## src/rtl/pwm_pair_pkg.sv

```systemverilog
package pwm_pair_pkg;

   // register byte addresses
   localparam int ADR_CLKCFG    = 'h00;
   localparam int ADR_GATE      = 'h04;
   localparam int ADR_EN        = 'h08;
   localparam int ADR_CH_BASE   = 'h10;
   localparam int ADR_CH_STRIDE = 8;
   localparam int ADR_PER_OFS   = 4;

   // field positions
   localparam int SRC_LSB   = 7;
   localparam int SRC_W     = 2;
   localparam int DIV_LSB   = 0;
   localparam int POL_BIT   = 8;
   localparam int PRESC_LSB = 0;
   localparam int DUR_E_LSB = 16;
   localparam int DUR_A_LSB = 0;
   localparam int BYP_OFS   = 16;

   function automatic int ctrl_addr(input int ch);
      return ADR_CH_BASE + ch * ADR_CH_STRIDE;
   endfunction

   function automatic int per_addr(input int ch);
      return ADR_CH_BASE + ch * ADR_CH_STRIDE + ADR_PER_OFS;
   endfunction

endpackage

```

## src/rtl/pwm_pair_regs.sv

```systemverilog
module pwm_pair_regs
   import pwm_pair_pkg::*;
#(
   parameter int NUM_CH      = 2,
   parameter int ADDR_W      = 8,
   parameter int DATA_W      = 32,
   parameter int DIV_FIELD_W = 4,
   parameter int PRESC_W     = 8,
   parameter int CNT_W       = 16
) (
   input  logic                   clk,
   input  logic                   rst_n,
   input  logic                   wr,
   input  logic                   rd,
   input  logic [ADDR_W-1:0]      addr,
   input  logic [DATA_W-1:0]      wdata,
   output logic [DATA_W-1:0]      rdata,
   output logic [SRC_W-1:0]       src_sel,
   output logic [DIV_FIELD_W-1:0] div_exp,
   output logic [NUM_CH-1:0]      gate_on,
   output logic [NUM_CH-1:0]      bypass,
   output logic [NUM_CH-1:0]      en,
   output logic [NUM_CH-1:0]      act_hi,
   output logic [PRESC_W-1:0]     presc [NUM_CH],
   output logic [CNT_W-1:0]       per_e [NUM_CH],
   output logic [CNT_W-1:0]       per_a [NUM_CH],
   output logic [NUM_CH-1:0]      restart
);

   localparam logic [ADDR_W-1:0] A_CFG  = ADDR_W'(ADR_CLKCFG);
   localparam logic [ADDR_W-1:0] A_GATE = ADDR_W'(ADR_GATE);
   localparam logic [ADDR_W-1:0] A_EN   = ADDR_W'(ADR_EN);

   logic [DATA_W-1:0] cfg_q, gate_q, en_q;
   logic [DATA_W-1:0] ctrl_q [NUM_CH];
   logic [DATA_W-1:0] per_q  [NUM_CH];
   logic [DATA_W-1:0] rd_mux;

   always_ff @(posedge clk) begin
      if (!rst_n) begin
         cfg_q  <= '0;
         gate_q <= '0;
         en_q   <= '0;
      end else if (wr) begin
         if (addr == A_CFG)  cfg_q  <= wdata;
         if (addr == A_GATE) gate_q <= wdata;
         if (addr == A_EN)   en_q   <= wdata;
      end
   end

   generate
      for (genvar c = 0; c < NUM_CH; c++) begin : g_ch
         localparam logic [ADDR_W-1:0] A_CTRL = ADDR_W'(ctrl_addr(c));
         localparam logic [ADDR_W-1:0] A_PER  = ADDR_W'(per_addr(c));
         logic hit_ctrl, hit_per;

         assign hit_ctrl = wr && (addr == A_CTRL);
         assign hit_per  = wr && (addr == A_PER);

         always_ff @(posedge clk) begin
            if (!rst_n) begin
               ctrl_q[c] <= '0;
               per_q[c]  <= '0;
            end else begin
               if (hit_ctrl) ctrl_q[c] <= wdata;
               if (hit_per)  per_q[c]  <= wdata;
            end
         end

         assign restart[c] = hit_ctrl || hit_per;
         assign gate_on[c] = gate_q[c];
         assign bypass[c]  = gate_q[BYP_OFS + c];
         assign en[c]      = en_q[c];
         assign act_hi[c]  = ctrl_q[c][POL_BIT];
         assign presc[c]   = ctrl_q[c][PRESC_LSB +: PRESC_W];
         assign per_e[c]   = per_q[c][DUR_E_LSB +: CNT_W];
         assign per_a[c]   = per_q[c][DUR_A_LSB +: CNT_W];
      end
   endgenerate

   assign src_sel = cfg_q[SRC_LSB +: SRC_W];
   assign div_exp = cfg_q[DIV_LSB +: DIV_FIELD_W];

   always_comb begin
      rd_mux = '0;
      if (addr == A_CFG)  rd_mux = cfg_q;
      if (addr == A_GATE) rd_mux = gate_q;
      if (addr == A_EN)   rd_mux = en_q;
      for (int c = 0; c < NUM_CH; c++) begin
         if (addr == ADDR_W'(ctrl_addr(c))) rd_mux = ctrl_q[c];
         if (addr == ADDR_W'(per_addr(c)))  rd_mux = per_q[c];
      end
   end

   always_ff @(posedge clk) begin
      if (!rst_n)  rdata <= '0;
      else if (rd) rdata <= rd_mux;
   end

endmodule

```

## src/rtl/pwm_pair_clkdiv.sv

```systemverilog
module pwm_pair_clkdiv #(
   parameter int SRC_W       = 2,
   parameter int DIV_FIELD_W = 4,
   parameter int DIV_EXP_MAX = 8
) (
   input  logic                   clk,
   input  logic                   rst_n,
   input  logic                   osc_tick,
   input  logic                   bus_tick,
   input  logic [SRC_W-1:0]       src_sel,
   input  logic [DIV_FIELD_W-1:0] div_exp,
   output logic                   pair_tick,
   output logic                   pair_clk
);

   logic src_tick;

   assign src_tick = (src_sel != '0) ? bus_tick : osc_tick;

   generate
      if (DIV_EXP_MAX == 0) begin : g_nodiv
         assign pair_tick = src_tick;
      end else begin : g_div
         localparam int DCNT_W = DIV_EXP_MAX;
         localparam logic [DIV_FIELD_W-1:0] EXP_CAP = DIV_FIELD_W'(DIV_EXP_MAX);

         logic [DIV_FIELD_W-1:0] exp_eff;
         logic [DCNT_W-1:0]      lim;
         logic [DCNT_W-1:0]      dcnt;
         logic                   wrap;

         assign exp_eff = (div_exp > EXP_CAP) ? EXP_CAP : div_exp;
         // lowest exp_eff bits set: 2^exp - 1
         assign lim  = ~({DCNT_W{1'b1}} << exp_eff);
         assign wrap = (dcnt >= lim);

         always_ff @(posedge clk) begin
            if (!rst_n)        dcnt <= '0;
            else if (src_tick) dcnt <= wrap ? '0 : dcnt + 1'b1;
         end

         assign pair_tick = src_tick && wrap;
      end
   endgenerate

   always_ff @(posedge clk) begin
      if (!rst_n)         pair_clk <= 1'b0;
      else if (pair_tick) pair_clk <= ~pair_clk;
   end

endmodule

```

## src/rtl/pwm_pair_chan.sv

```systemverilog
module pwm_pair_chan #(
   parameter int PRESC_W = 8,
   parameter int CNT_W   = 16
) (
   input  logic               clk,
   input  logic               rst_n,
   input  logic               pair_tick,
   input  logic               pair_clk,
   input  logic               en,
   input  logic               gate_on,
   input  logic               bypass,
   input  logic               act_hi,
   input  logic [PRESC_W-1:0] presc,
   input  logic [CNT_W-1:0]   per_e,
   input  logic [CNT_W-1:0]   per_a,
   input  logic               restart,
   output logic               out,
   output logic               oe
);

   logic               run;
   logic [PRESC_W-1:0] pre_cnt;
   logic               pre_wrap;
   logic               ch_tick;
   logic [CNT_W-1:0]   cnt;
   logic               active;
   logic               level;

   assign run      = en && gate_on;
   assign pre_wrap = (pre_cnt >= presc);
   assign ch_tick  = run && pair_tick && pre_wrap;

   always_ff @(posedge clk) begin
      if (!rst_n || !run || restart) pre_cnt <= '0;
      else if (pair_tick)            pre_cnt <= pre_wrap ? '0 : pre_cnt + 1'b1;
   end

   always_ff @(posedge clk) begin
      if (!rst_n || !run || restart) cnt <= '0;
      else if (ch_tick)              cnt <= (cnt >= per_e) ? '0 : cnt + 1'b1;
   end

   assign active = run && (cnt < per_a);
   assign level  = act_hi ? active : !active;

   always_comb begin
      if (!en)         out = 1'b0;
      else if (bypass) out = pair_clk;
      else             out = level;
   end

   assign oe = en;

endmodule

```

## src/rtl/pwm_pair_slice.sv

```systemverilog
module pwm_pair_slice
   import pwm_pair_pkg::*;
#(
   parameter int NUM_CH      = 2,
   parameter int ADDR_W      = 8,
   parameter int DATA_W      = 32,
   parameter int DIV_FIELD_W = 4,
   parameter int DIV_EXP_MAX = 8,
   parameter int PRESC_W     = 8,
   parameter int CNT_W       = 16
) (
   input  logic              clk,
   input  logic              rst_n,
   input  logic              osc_tick,
   input  logic              bus_tick,
   input  logic              reg_wr,
   input  logic              reg_rd,
   input  logic [ADDR_W-1:0] reg_addr,
   input  logic [DATA_W-1:0] reg_wdata,
   output logic [DATA_W-1:0] reg_rdata,
   output logic [NUM_CH-1:0] pwm_out,
   output logic [NUM_CH-1:0] pwm_oe
);

   generate
      if (NUM_CH != 2) begin : g_bad_ch
         $error("pwm_pair_slice: NUM_CH must be 2");
      end
      if (DUR_E_LSB + CNT_W > DATA_W || DUR_A_LSB + CNT_W > DUR_E_LSB) begin : g_bad_cnt
         $error("pwm_pair_slice: CNT_W does not fit the period word");
      end
      if (PRESC_W > POL_BIT) begin : g_bad_presc
         $error("pwm_pair_slice: PRESC_W overlaps the polarity bit");
      end
      if (DIV_EXP_MAX >= (1 << DIV_FIELD_W)) begin : g_bad_div
         $error("pwm_pair_slice: DIV_EXP_MAX not encodable in DIV_FIELD_W");
      end
      if (BYP_OFS + NUM_CH > DATA_W || ADR_CH_BASE + NUM_CH * ADR_CH_STRIDE > (1 << ADDR_W)) begin : g_bad_map
         $error("pwm_pair_slice: register map does not fit");
      end
   endgenerate

   logic [SRC_W-1:0]       src_sel;
   logic [DIV_FIELD_W-1:0] div_exp;
   logic [NUM_CH-1:0]      gate_on, bypass, en, act_hi, restart;
   logic [PRESC_W-1:0]     presc [NUM_CH];
   logic [CNT_W-1:0]       per_e [NUM_CH];
   logic [CNT_W-1:0]       per_a [NUM_CH];
   logic                   pair_tick, pair_clk;

   pwm_pair_regs #(
      .NUM_CH(NUM_CH), .ADDR_W(ADDR_W), .DATA_W(DATA_W),
      .DIV_FIELD_W(DIV_FIELD_W), .PRESC_W(PRESC_W), .CNT_W(CNT_W)
   ) regs_i (
      .clk(clk), .rst_n(rst_n), .wr(reg_wr), .rd(reg_rd),
      .addr(reg_addr), .wdata(reg_wdata), .rdata(reg_rdata),
      .src_sel(src_sel), .div_exp(div_exp),
      .gate_on(gate_on), .bypass(bypass), .en(en), .act_hi(act_hi),
      .presc(presc), .per_e(per_e), .per_a(per_a), .restart(restart)
   );

   pwm_pair_clkdiv #(
      .SRC_W(SRC_W), .DIV_FIELD_W(DIV_FIELD_W), .DIV_EXP_MAX(DIV_EXP_MAX)
   ) div_i (
      .clk(clk), .rst_n(rst_n), .osc_tick(osc_tick), .bus_tick(bus_tick),
      .src_sel(src_sel), .div_exp(div_exp),
      .pair_tick(pair_tick), .pair_clk(pair_clk)
   );

   generate
      for (genvar c = 0; c < NUM_CH; c++) begin : g_chan
         pwm_pair_chan #(.PRESC_W(PRESC_W), .CNT_W(CNT_W)) chan_i (
            .clk(clk), .rst_n(rst_n),
            .pair_tick(pair_tick), .pair_clk(pair_clk),
            .en(en[c]), .gate_on(gate_on[c]), .bypass(bypass[c]),
            .act_hi(act_hi[c]), .presc(presc[c]),
            .per_e(per_e[c]), .per_a(per_a[c]), .restart(restart[c]),
            .out(pwm_out[c]), .oe(pwm_oe[c])
         );
      end
   endgenerate

endmodule

```

## config.mk

```make
export PLATFORM = sky130hd
export DESIGN_NAME = pwm_pair_slice
export DESIGN_NICKNAME = d
export VERILOG_FILES = /design/src/rtl/pwm_pair_pkg.sv /design/src/rtl/pwm_pair_regs.sv /design/src/rtl/pwm_pair_clkdiv.sv /design/src/rtl/pwm_pair_chan.sv /design/src/rtl/pwm_pair_slice.sv
export SDC_FILE = /design/constraint.sdc
export NUM_CORES = 1
export LEC_CHECK = 0
export BUFFER_PORTS_ARGS = -buffer_cell sky130_fd_sc_hd__buf_2
export CAP_MARGIN = 20
export CORE_MARGIN = 5
export CORE_UTILIZATION = 40
export DETAILED_ROUTE_END_ITERATION = 10
export GPL_TIMING_DRIVEN = 0
export PLACE_DENSITY = 0.6
export SLEW_MARGIN = 10
export SYNTH_ARGS = -nofsm -noshare
export SYNTH_HDL_FRONTEND = slang
export SYNTH_SLANG_ARGS = --single-unit
```

## constraint.sdc

```tcl
create_clock -name clk -period 14.98 [get_ports clk]
set_input_delay 3.745 -clock clk [delete_from_list [all_inputs] [get_ports clk]]
set_output_delay 3.745 -clock clk [all_outputs]
set_load 0.01 [all_outputs]
```

==> results.md <==
- Clk root buf: clkbuf_16
- Routability cong.: 0.915
- Clk network pwr share: 46.1%
- CP arrival: 3.53 ns
- Synth warn: 0
- Die Ht: 211 um
- IO Port Bufs: 79
- Final period util: 48.6%
- DRC: 0
- Pleak: 7.14 nW
- CTS Buf Count: 37
- Internal: 1.48 mW
- Clk_lat worst skew: 0.54 ns
- Reg2reg end: g_chan[1].chan_i.pre_cnt[0]
- Post-Synthesis Cells: 1731
- Sw Share: 23.6%
- Initial Utilization: 40.6%
- Clock Tree Buf Depth: 3
- Status: finished clean
- Max VDD drop: 66.0 uV
- Min Tclk post-route: 7.28 ns
- Util after Layout: 46.6%
- Max Slew Vio Count: 0
- Cell area power density: 104 mW/mm^2
- Switching pwr: 0.455 mW
- Clock Sinks: 313
- I/O pin count: 82
- Fmax: 137 MHz
- Crit. End Element: output pin
- Overall global routing resource usage: 20.7%
- RSZ-0062 raised after global routing: no
- CTS tree: yes
- Post-cts resize count: 0
- Slew margin rel.: 31.0%
- First-pass GRT wire length: 72100 um
- H-tree depth: 2
- Layout Nets: 1990
- Type of origin of the critical path: register
- Setup Crit Path Kind: reg2out
- Worst R2R Path Depth: 11
- Worst slack, placed: 8.35 ns
- Worst r2r src: regs_i.cfg_q[3]
- Synth Area per Inst: 9.37 um^2
- Initial drt markers: 871
- Area growth syn-to-layout: 14.8%
- Most frequent cells in the layout: 197 x nand2_1, 196 x nor2_1, 185 x dfxtp_1
- WL per Instance: 19.5 um
- Final hold vios: 0
- Final ANT Viol Nets: 0
- FP Rows: 73
- Fillers: 3737
- DP Cell Count: 2339
- Crit-path max FO: 4
- CP Data Required Time: 11.23 ns
- Largest net degree at the start of global routing: 22
- Flop pwr share: 47.8%
- Setup WS post-layout: 7.70 ns
- Post-Syn Nets: 1868
- Initial antenna violation count: 4
- Seq/Total Area, Yosys: 46.5%
- Vias in the first global route: 12.5k
- Final Setup Violations: 0
- Full die area: 0.0447 mm^2
- Share of cells above drive strength 1: 11.0%
- Post-synthesis async set-or-reset flop share: 0%
- Most common cell after layout, fill and taps aside: nand2_1
- Number of synthesized flops with an enable pin: 128
- Total gr overflow: 0
- DR pass1 iterations: 5
- Max-cap viol count: 0
- Crit path launch: g_chan[1].chan_i.cnt[6]
- DP HPWL: 35800 um
- Drt total wl: 47000 um
- Core footprint: 0.0399 mm^2
- Clk_skew: 0.0218 ns
- Post-CTS Setup Bufs: 0
- Top_reg_cell synth: dfxtp_1
- Worst min path class: reg2reg
- Flop and latch count out of synthesis: 313
- Via count: 12.8k
- Flop2flop setup slack: 12.00 ns
- Yosys cell types: 68
- Least-Margin Pin Slew: 1.03 ns
- Setup TNS: 0 ns
- Mapped Area: 0.0162 mm^2
- Combinational power share: 6.1%
- Hold buffers post-CTS: 0
- CP endpoint: pwm_out[1]
- Vias per inst: 5.30
- Clk slew on worst S/H paths: 0.06 ns
- DIE WIDTH: 211 um
- Post-Layout Cell Count: 2408
state kept, by name, indices dropped and copies added (netlist names):
name,count
regs_i.ctrl_q,64
regs_i.per_q,64
g_chan.chan_i.cnt,32
regs_i.cfg_q,32
regs_i.en_q,32
regs_i.gate_q,32
regs_i.rdata,32
g_chan.chan_i.pre_cnt,16
div_i.g_div.dcnt,8
div_i.pair_clk,1
worst min path at each step:
stage	cells after the start	from	slack (ns)	endpoint
3_3_place_gp	2	regs_i.en_q[14]	0.44	regs_i.en_q[14]
4_1_cts	2	regs_i.en_q[12]	0.45	regs_i.en_q[12]
6_report	2	regs_i.cfg_q[9]	0.45	regs_i.cfg_q[9]
3_5_place_dp	2	regs_i.en_q[12]	0.44	regs_i.en_q[12]
2_1_floorplan	2	regs_i.en_q[10]	0.43	regs_i.en_q[10]
5_1_grt	2	regs_i.en_q[30]	0.47	regs_i.en_q[30]
layer usage:
layer  up-vias  GRT usage [%]  share of wire (%)
met5         -              0              0.026
met4         2           6.35                2.7
met3        78           3.39                4.8
met2       277           33.6                 46
met1      6155           28.5                 46
li1       6241              -                  -
critical path, cell delays in order (launching register included):
cell	delay, ns
dfxtp_1	0.49
ha_1	0.33
a211oi_1	0.25
nand3_1	0.10
a31oi_1	0.22
nor4_1	0.07
nor4_1	0.86
or4b_2	0.26
nand3_1	0.13
buf_4	0.16
buf_2	0.13
kinds of logic after synthesis:
| logic type | after synthesis | share of synthesized area (%) |
|---|---|---|
| compound gates | 292 | 12.0 |
| xor+xnor | 47 | 2.54 |
| fa+ha+maj | 91 | 7.02 |
| buf+inv | 189 | 5.04 |
| flops | 313 | 46.5 |
| mux | 67 | 4.17 |
| simple gates | 732 | 22.7 |
final cells by class:
class | count | area [um^2] | share of cell area (%)
Clock buffer | 51 | 1010 | 5.42
Buffer | 101 | 487 | 2.61
Inverter | 88 | 330 | 1.77
Antenna cell | 3 | 7.51 | 0.0403
Sequential cell | 313 | 7550 | 40.5
Clock inverter | 15 | 178 | 0.954
Timing Repair Buffer | 83 | 505 | 2.72
Tap cell | 525 | 657 | 3.53
Multi-Input combinational cell | 1229 | 7900 | 42.4
power groups by stage:
stage               Clock [mW]  Sequential (mW)  Combinational, mW
floorplan                    0            0.939             0.0618
global placement             0            0.943              0.111
detailed placement           0            0.941              0.118
CTS                      0.904            0.923              0.118
global route             0.942            0.925              0.129
finish                   0.890            0.923              0.118
per-stage QoR:
| step | hold WS, ns | power [mW] | cell area [um^2] |
|---|---|---|---|
| after global routing | 0.470 | 2.00 | 18600 |
| after CTS | 0.450 | 1.95 | 18600 |
| after detailed placement | 0.442 | 1.06 | 17400 |
| final | 0.453 | 1.93 | 18600 |
| after floorplan | 0.431 | 1.00 | 16200 |
| after global placement | 0.437 | 1.05 | 17300 |
synth_stat cells (2+ instances only):
cell type  count  area (um^2)
a211oi_1      11         82.6
a21boi_0      36          270
a21boi_1      28          210
a21o_1        10         75.1
a21oi_1       55          275
a22o_1         3         26.3
a31oi_1        5         31.3
and2_1       133          832
and3_1        16          100
and4_1         3         26.3
buf_1          2         7.51
buf_2         20          100
buf_4          7         52.6
buf_6          3         33.8
buf_8          3         45.0
clkbuf_1      66          248
dfxtp_1      185         3700
edfxtp_1     128         3840
ha_1          91         1140
inv_1         88          330
mux2i_1       66          661
nand2_1      197          739
nand2b_1       7         43.8
nand3_1       23          115
nand3b_1       2         15.0
nand4_1       25          156
nor2_1       196          736
nor2_2         2         12.5
nor2b_1       40          250
nor3_1        46          230
nor4_1         2         12.5
nor4_2        15          188
nor4b_1        4         35.0
o211ai_1       3         22.5
o21a_1         2         15.0
o21ai_0       61          305
o21bai_1       2         15.0
o221ai_1      33          289
o22ai_1       32          200
or2_1          3         18.8
or3_1          4         25.0
or4_1          2         15.0
xnor2_1       36          315
xor2_1        11         96.3
No activity file was read; power rests on OpenSTA's default activity.
